--- src/rtl/outport_pkg.sv ---
// Package: shared mode encoding and source-selection helper for the
// mode-multiplexed output port. Assumes a two-bit mode field where bit 0
// set means the external bus owns the pins.
package outport_pkg;

    typedef enum logic [1:0] {
        OPM_SINGLE = 2'b00,
        OPM_BUS    = 2'b01,
        OPM_BOOT   = 2'b10,
        OPM_TEST   = 2'b11
    } opmode_e;

    // True when the operating mode hands the pins to the address bus.
    function automatic logic mode_uses_bus(input opmode_e m);
        logic r;
        case (m)
            OPM_SINGLE: r = 1'b0;
            OPM_BOOT:   r = 1'b0;
            OPM_BUS:    r = 1'b1;
            OPM_TEST:   r = 1'b1;
            default:    r = 1'b1;
        endcase
        return r;
    endfunction

endpackage

--- src/rtl/outport_latch.sv ---
// Module: software data latch for the output port.
// Captures write data on every strobe regardless of mode; clears on a
// synchronous active-low reset, which wins over a concurrent write.
module outport_latch #(
    parameter int WIDTH = 8
) (
    input  logic             clk,
    input  logic             rst_n,
    input  logic             wr_en,
    input  logic [WIDTH-1:0] wr_data,
    output logic [WIDTH-1:0] q
);

    localparam logic [WIDTH-1:0] RESET_VAL = '0;

    // Hold or update the stored byte, clearing it under reset.
    always_ff @(posedge clk) begin
        if (!rst_n) begin
            q <= RESET_VAL;
        end else if (wr_en) begin
            q <= wr_data;
        end
    end

endmodule

--- src/rtl/outport_mux.sv ---
// Module: per-bit source selector for the port pins.
// Chooses between the latch and the address byte; assumes sel_bus is a
// clean one-bit decode of the operating mode.
module outport_mux #(
    parameter int WIDTH = 8
) (
    input  logic             sel_bus,
    input  logic [WIDTH-1:0] latch_val,
    input  logic [WIDTH-1:0] bus_val,
    output logic [WIDTH-1:0] drv
);

    for (genvar b = 0; b < WIDTH; b++) begin : g_bit
        // Route one pin from the chosen source.
        always_comb begin
            drv[b] = sel_bus ? bus_val[b] : latch_val[b];
        end
    end

endmodule

--- src/rtl/mode_mux_outport.sv ---
// Module: top of the mode-multiplexed output-only port.
// Pins follow the software latch in single-chip and bootstrap modes and the
// upper address byte in expanded and test modes. Reads return the driver
// input. Assumes mode and addr_hi are stable, synchronous core signals.
module mode_mux_outport #(
    parameter int WIDTH = 8
) (
    input  logic             clk,
    input  logic             rst_n,
    input  logic             wr_en,
    input  logic [WIDTH-1:0] wr_data,
    input  logic [1:0]       mode,
    input  logic [WIDTH-1:0] addr_hi,
    output logic [WIDTH-1:0] rd_data,
    output logic [WIDTH-1:0] pin_out
);

    import outport_pkg::*;

    logic [WIDTH-1:0] latch_q;
    logic [WIDTH-1:0] drv_in;
    logic             sel_bus;

    // Decode the operating mode into a pin-source select.
    always_comb begin
        sel_bus = mode_uses_bus(opmode_e'(mode));
    end

    outport_latch #(.WIDTH(WIDTH)) u_latch (
        .clk     (clk),
        .rst_n   (rst_n),
        .wr_en   (wr_en),
        .wr_data (wr_data),
        .q       (latch_q)
    );

    outport_mux #(.WIDTH(WIDTH)) u_mux (
        .sel_bus   (sel_bus),
        .latch_val (latch_q),
        .bus_val   (addr_hi),
        .drv       (drv_in)
    );

    // Drive the pins and the read path from the same driver input.
    always_comb begin
        pin_out = drv_in;
        rd_data = drv_in;
    end

endmodule

--- config.mk ---
export PLATFORM = sky130hd
export DESIGN_NAME = mode_mux_outport
export DESIGN_NICKNAME = d
export VERILOG_FILES = /design/src/rtl/outport_pkg.sv /design/src/rtl/outport_latch.sv /design/src/rtl/outport_mux.sv /design/src/rtl/mode_mux_outport.sv
export SDC_FILE = /design/constraint.sdc
export NUM_CORES = 1
export LEC_CHECK = 0
export ABC_AREA = 1
export CORE_MARGIN = 5
export CORE_UTILIZATION = 33
export CTS_CLUSTER_DIAMETER = 150
export DETAILED_ROUTE_END_ITERATION = 12
export MAX_ROUTING_LAYER = met4
export PLACE_DENSITY = 0.77
export SLEW_MARGIN = 20
export SYNTH_ARGS = -nofsm -noshare
export SYNTH_HDL_FRONTEND = slang
export SYNTH_SLANG_ARGS = --single-unit
export TNS_END_PERCENT = 10
--- constraint.sdc ---
create_clock -name clk -period 0.98 [get_ports clk]
set_input_delay 0.196 -clock clk [delete_from_list [all_inputs] [get_ports clk]]
set_output_delay 0.196 -clock clk [all_outputs]
set_load 0.05 [all_outputs]
## Yosys cells after proc, flatten, opt, wreduce, memory -nomap -nowiden

Cells that the tools add are included.

- Register bits: 8
- Bits of input ports: 21
- Output and inout port bits: 16
- Word-level logic and storage cells: 16

- Eq/ne operators: 3
- Muxes and demuxes: 9
- Reductions and logical operators: 3

Operators with widths:

| operator | number |
|---|---|
| two-way mux 1 bit | 8 |
| == test 2 bit (second input constant) | 2 |
| OR reduction 2 bit | 2 |
| == test 2 x 1 -> 1 bit (second input constant) | 1 |
| zero test 2 bit | 1 |
| one-hot mux 1 bit (2 select lines) | 1 |

## Depth between registers and ports, before layout

Gate-level depths: netlist of run 1.

- Word-level depth: 4
- Mapped depth: 5
- Mapped depth without buffers: 4

## Modules after synthesis

From an unflattened synthesis of run 1, not the netlist that was laid out.

- Cells, all modules: 86
- Area, all modules: 525.5 µm²

Modules (own cells, without submodules):

| module | instances | cells each | area an instance (µm²) | sequential area each (µm²) |
|---|---|---|---|---|
| outport_latch | 1 | 51 | 356.6 | 160.2 |
| outport_mux | 1 | 26 | 105.1 | 0.0 |
| mode_mux_outport | 1 | 9 | 63.8 | 0.0 |

## Worst setup path after synthesis of run 1

Ideal clock, no wire load.

- Path kind: input to output
- Start: input mode[0]
- End: output rd_data[5]
- Data arrival time: 1.878 ns
- Required time: 0.784 ns
- Path slack: -1.094 ns
- Stages on the path: 3
- Path buffers: 2
- Path through: buf_4 -> o21ai_0 -> buf_4

- Cells in the longest elaborated chain, start to end: 4
- Elaborated cells between the ends (all ways): 8
- Those cells by class: eq/ne (3); mux (2); reduce/logical (3)

Ends and longest elaborated chain:

| element | line | RTL |
|---|---|---|
| from (decl) | mode_mux_outport.sv:12 | `input logic [1:0] mode,` |
| == test 2 bit (tied with other cells) | outport_pkg.sv:16 | `case (m)` |
| OR reduction 2 bit (no source line) | - |  |
| one-hot mux 1 bit (2 select lines) * | outport_pkg.sv:16 |  |
| two-way mux 1 bit * | outport_mux.sv:16 | `drv[b] = sel_bus ? bus_val[b] : latch_val[b];` |
| to (decl) | mode_mux_outport.sv:14 | `output logic [WIDTH-1:0] rd_data,` |

Mark *: on every way between the ends. The rest lies on a longest branch, timed or not.

## Worst setup path after layout of run 1

- Start: register u_latch.q[6]
- End: output pin_out[6]

- Cells in the longest elaborated chain, start to end: 1

Ends and longest elaborated chain:

| element | line | RTL |
|---|---|---|
| from (decl) | outport_latch.sv:11 | `output logic [WIDTH-1:0] q` |
| from (signal assigned) | outport_latch.sv:21 | `q <= wr_data;` |
| two-way mux 1 bit | outport_mux.sv:16 |  |
| to (decl) | mode_mux_outport.sv:15 | `output logic [WIDTH-1:0] pin_out` |

Every way passes these cells.

==> results of run 1 <==
-- cell families (layout without fill, tap and decap cells) --
kind of cell           Yosys count  count (layout)  synth area share [%]
AO/OA/AOI/OAI                    8               8                  7.64
AND/OR/NAND/NOR                 40              40                  29.6
flip-flops                       8               8                  30.5
buffers and inverters           28              58                  32.2
-- power by group --
| group | internal (mW) | switching, mW |
|---|---|---|
| Clock | 0.140 | 0.110 |
| Combinational | 0.330 | 0.362 |
| Sequential | 0.353 | 0.0152 |
| Total | 0.824 | 0.487 |
-- routing by layer --
metal / track usage [%] / wire length (microns) / part of all wire [%] / vias up
li1: - / - / - / 293
met3: 1.51 / 117 / 7.6 / 2
met5: - / 0 / 0 / -
met4: 7.86 / 23 / 1.5 / 0
met1: 13.7 / 576 / 38 / 245
met2: 24.2 / 816 / 53 / 29
-- cells in the final DEF, fill, tap and decap left out --
| cell type | instances |
|---|---|
| buf_12 | 17 |
| nor2_1 | 16 |
| nand2_1 | 14 |
| nand2_2 | 10 |
| clkdlybuf4s50_1 | 10 |
| inv_2 | 8 |
| o21ai_4 | 8 |
| inv_1 | 8 |
| dfxtp_2 | 8 |
| dlygate4sd2_1 | 7 |
| clkbuf_4 | 3 |
| buf_4 | 2 |
| buf_16 | 1 |
| dlymetal6s2s_1 | 1 |
| buf_2 | 1 |
-- path summary, 6_finish.rpt --
kind | from | endpoint | slack [ps]
hold / removal | u_latch.q[1]$_SDFFE_PN0P_ | u_latch.q[1]$_SDFFE_PN0P_ | 480
hold reg to reg | u_latch.q[1]$_SDFFE_PN0P_ | u_latch.q[1]$_SDFFE_PN0P_ | 480
setup reg to reg | u_latch.q[5]$_SDFFE_PN0P_ | u_latch.q[5]$_SDFFE_PN0P_ | 390
setup / recovery | u_latch.q[6]$_SDFFE_PN0P_ | pin_out[6] | -200
-- worst min-delay path, stage by stage, from the launching register on --
cell,delay [ps]
dfxtp_2,320
nor2_1,80
nor2_1,50
-- per-stage QoR --
step           power (mW)  setup slack, ps
2_1_floorplan       0.775             -139
4_1_cts              1.32             -219
5_1_grt              1.36             -243
6_report             1.31             -202
3_3_place_gp         1.05             -470
3_5_place_dp         1.06             -513
-- layout make-up --
| class | instances | area [sq um] | share of cell area, % |
|---|---|---|---|
| multi-input combinational | 48 | 305 | 26.8 |
| clock buffer | 3 | 22.5 | 1.98 |
| sequential | 8 | 170 | 14.9 |
| tap | 16 | 20.0 | 1.76 |
| inverter | 16 | 60.1 | 5.27 |
| timing repair buffer | 39 | 562 | 49.3 |
-- repair_timing --
action | 4_1_cts | 5_1_grt
setup endpoints to repair | 16 | 16
pin swaps | 9 | 0
gates resized for setup | 20 | 1
cloned | 1 | 0
==> key figures, run 1 <==
Detailed routing
  • DRC: 0
  • Drt total wl: 1.53 mm
  • Post-DR vias/cell: 4.38
  • Drt wl/cell: 11.8 microns
  • DRT antenna net count: 0
  • Starting DRT DRC Count: 7
  • Drt first pass iters: 4
  • Vias: 569

Finish
  • Non-Filler Instances: 130
  • Fill cells: 100
  • Cell area after layout: 1140 sq um
  • Largest register FFs: 8
  • Share of cells above drive strength 1: 50.9%
  • Core Util, Final: 75.7%
  • Area Growth Syn to Fin: 117%
  • Largest Register: u_latch.q
  • Layout Nets: 137
  • Top Registers: u_latch.q: 8 flops
  • N_diodes: 0

Global routing
  • Initial antenna violation count: 0
  • Gr usage total: 13.4%
  • Vias in the first global route: 576
  • First-pass GRT wire length: 2.49 mm
  • Largest net degree at the start of global routing: 9
  • Grt total ovfl: 0

STA
  • Fmax: 846 MHz
  • Slew at the pin with the worst max-slew slack: 260 ps
  • RSZ-0062 raised after global routing: yes
  • Slew Limit Headroom: 82.6%
  • Hold WS: 477 ps
  • Setup ws final: -202 ps
  • Setup TNS: -3030 ps
  • Final hold vios: 0
  • Setup violators final: 16
  • Post-Route Skew: 0 ps
  • Fin crit period: 1180 ps
  • Final Cycle Share: 121%
  • Max Slew Vio Count: 0

Clock network
  • TritonCTS clock tree: built
  • TritonCTS Sinks: 8
  • CTS hold repair buffers: 0
  • H-Tree Depth: 1
  • # Post-CTS Setup Buffers: 0
  • Cts bufs inserted: 3
  • CTS root buf: clkbuf_4
  • Clk slew on worst S/H paths: 60 ps
  • Max clock buf depth: 2
  • Worst-Skew Late Latency: 250 ps

Run
  • Max cap viols: 0

Worst setup path
  • Critical path, cell by cell: inv_2, o21ai_4, buf_12
  • Arrival time at the worst endpoint: 990 ps
  • Crit path max-delay family: flip-flops
  • Critical path peak fanout: 2
  • CP max stage cell: dfxtp_2
  • FF-to-FF path depth: 2
  • Startpoint types: flip-flop
  • Critical Path Stages: 3
  • Crit path capture type: output pin
  • Req. time, crit path: 780 ps
  • Crit path kind: reg -> out
  • Crit-path max cell delay: 330 ps
  • Crit path buffers/inverters: 2

Die
  • Die width: 49.9 microns
  • Die area: 2490 sq um
  • Initial Utilization: 34.8%
  • Ports: 37
  • Num rows: 14
  • Die H: 49.9 microns
  • Core area: 1510 sq um

Yosys
  • Syn. warnings: 0
  • Synth cell count leaders: 22 x nand2_1, 16 x inv_1, 16 x nor2_1, 9 x buf_4
  • Area leader, netlist: dfxtp_1
  • Sequential-to-total area share from yosys stat: 30.5%
  • Synth top area share: 30.5%
  • Synth Net Count: 105
  • Top_reg_cell synth: dfxtp_1
  • Syn Area/Cell: 6.24 sq um
  • Top post-synthesis cells by area: dfxtp_1 31%, nand2_1 16%, buf_4 13%
  • Syn Std Cell Area: 524 sq um
  • Fraction of registers with async set/reset: 0%
  • Post-Synthesis Cells: 84
  • Count of cell types in the netlist: 9
  • #FFs+latches synth: 8
  • Most numerous cell in the Yosys netlist: nand2_1
  • EDFF count, synth: 0

Place
  • Placed cells: 126
  • RD Place Congestion: 0.585
  • IO Port Bufs: 35
  • Dpl cell area: 1080 sq um
  • HPWL after detailed placement: 1.24 mm

Outcome
  • Status: finished, violations left
  • Violated checks: setup timing

Hold path
  • WHS Path Cells: 2
  • Worst Hold Class: reg -> reg

Pwr
  • Pwr Density: 1150 nW/um^2
  • VDD IR-drop max: 0.000750 V
  • P_leak: 0.538 nW
(Power assumes the default switching activity.)
==> inputs of run 2 (changes only) <==
--- a/config.mk
+++ b/config.mk
@@ -8,7 +8,6 @@
 export ABC_AREA = 1
 export CORE_MARGIN = 5
 export CORE_UTILIZATION = 33
-export CTS_CLUSTER_DIAMETER = 150
 export DETAILED_ROUTE_END_ITERATION = 12
 export MAX_ROUTING_LAYER = met4
 export PLACE_DENSITY = 0.77
==> results of run 2 <==
The final DEF is identical to that of run 1; final timing and power are the same.
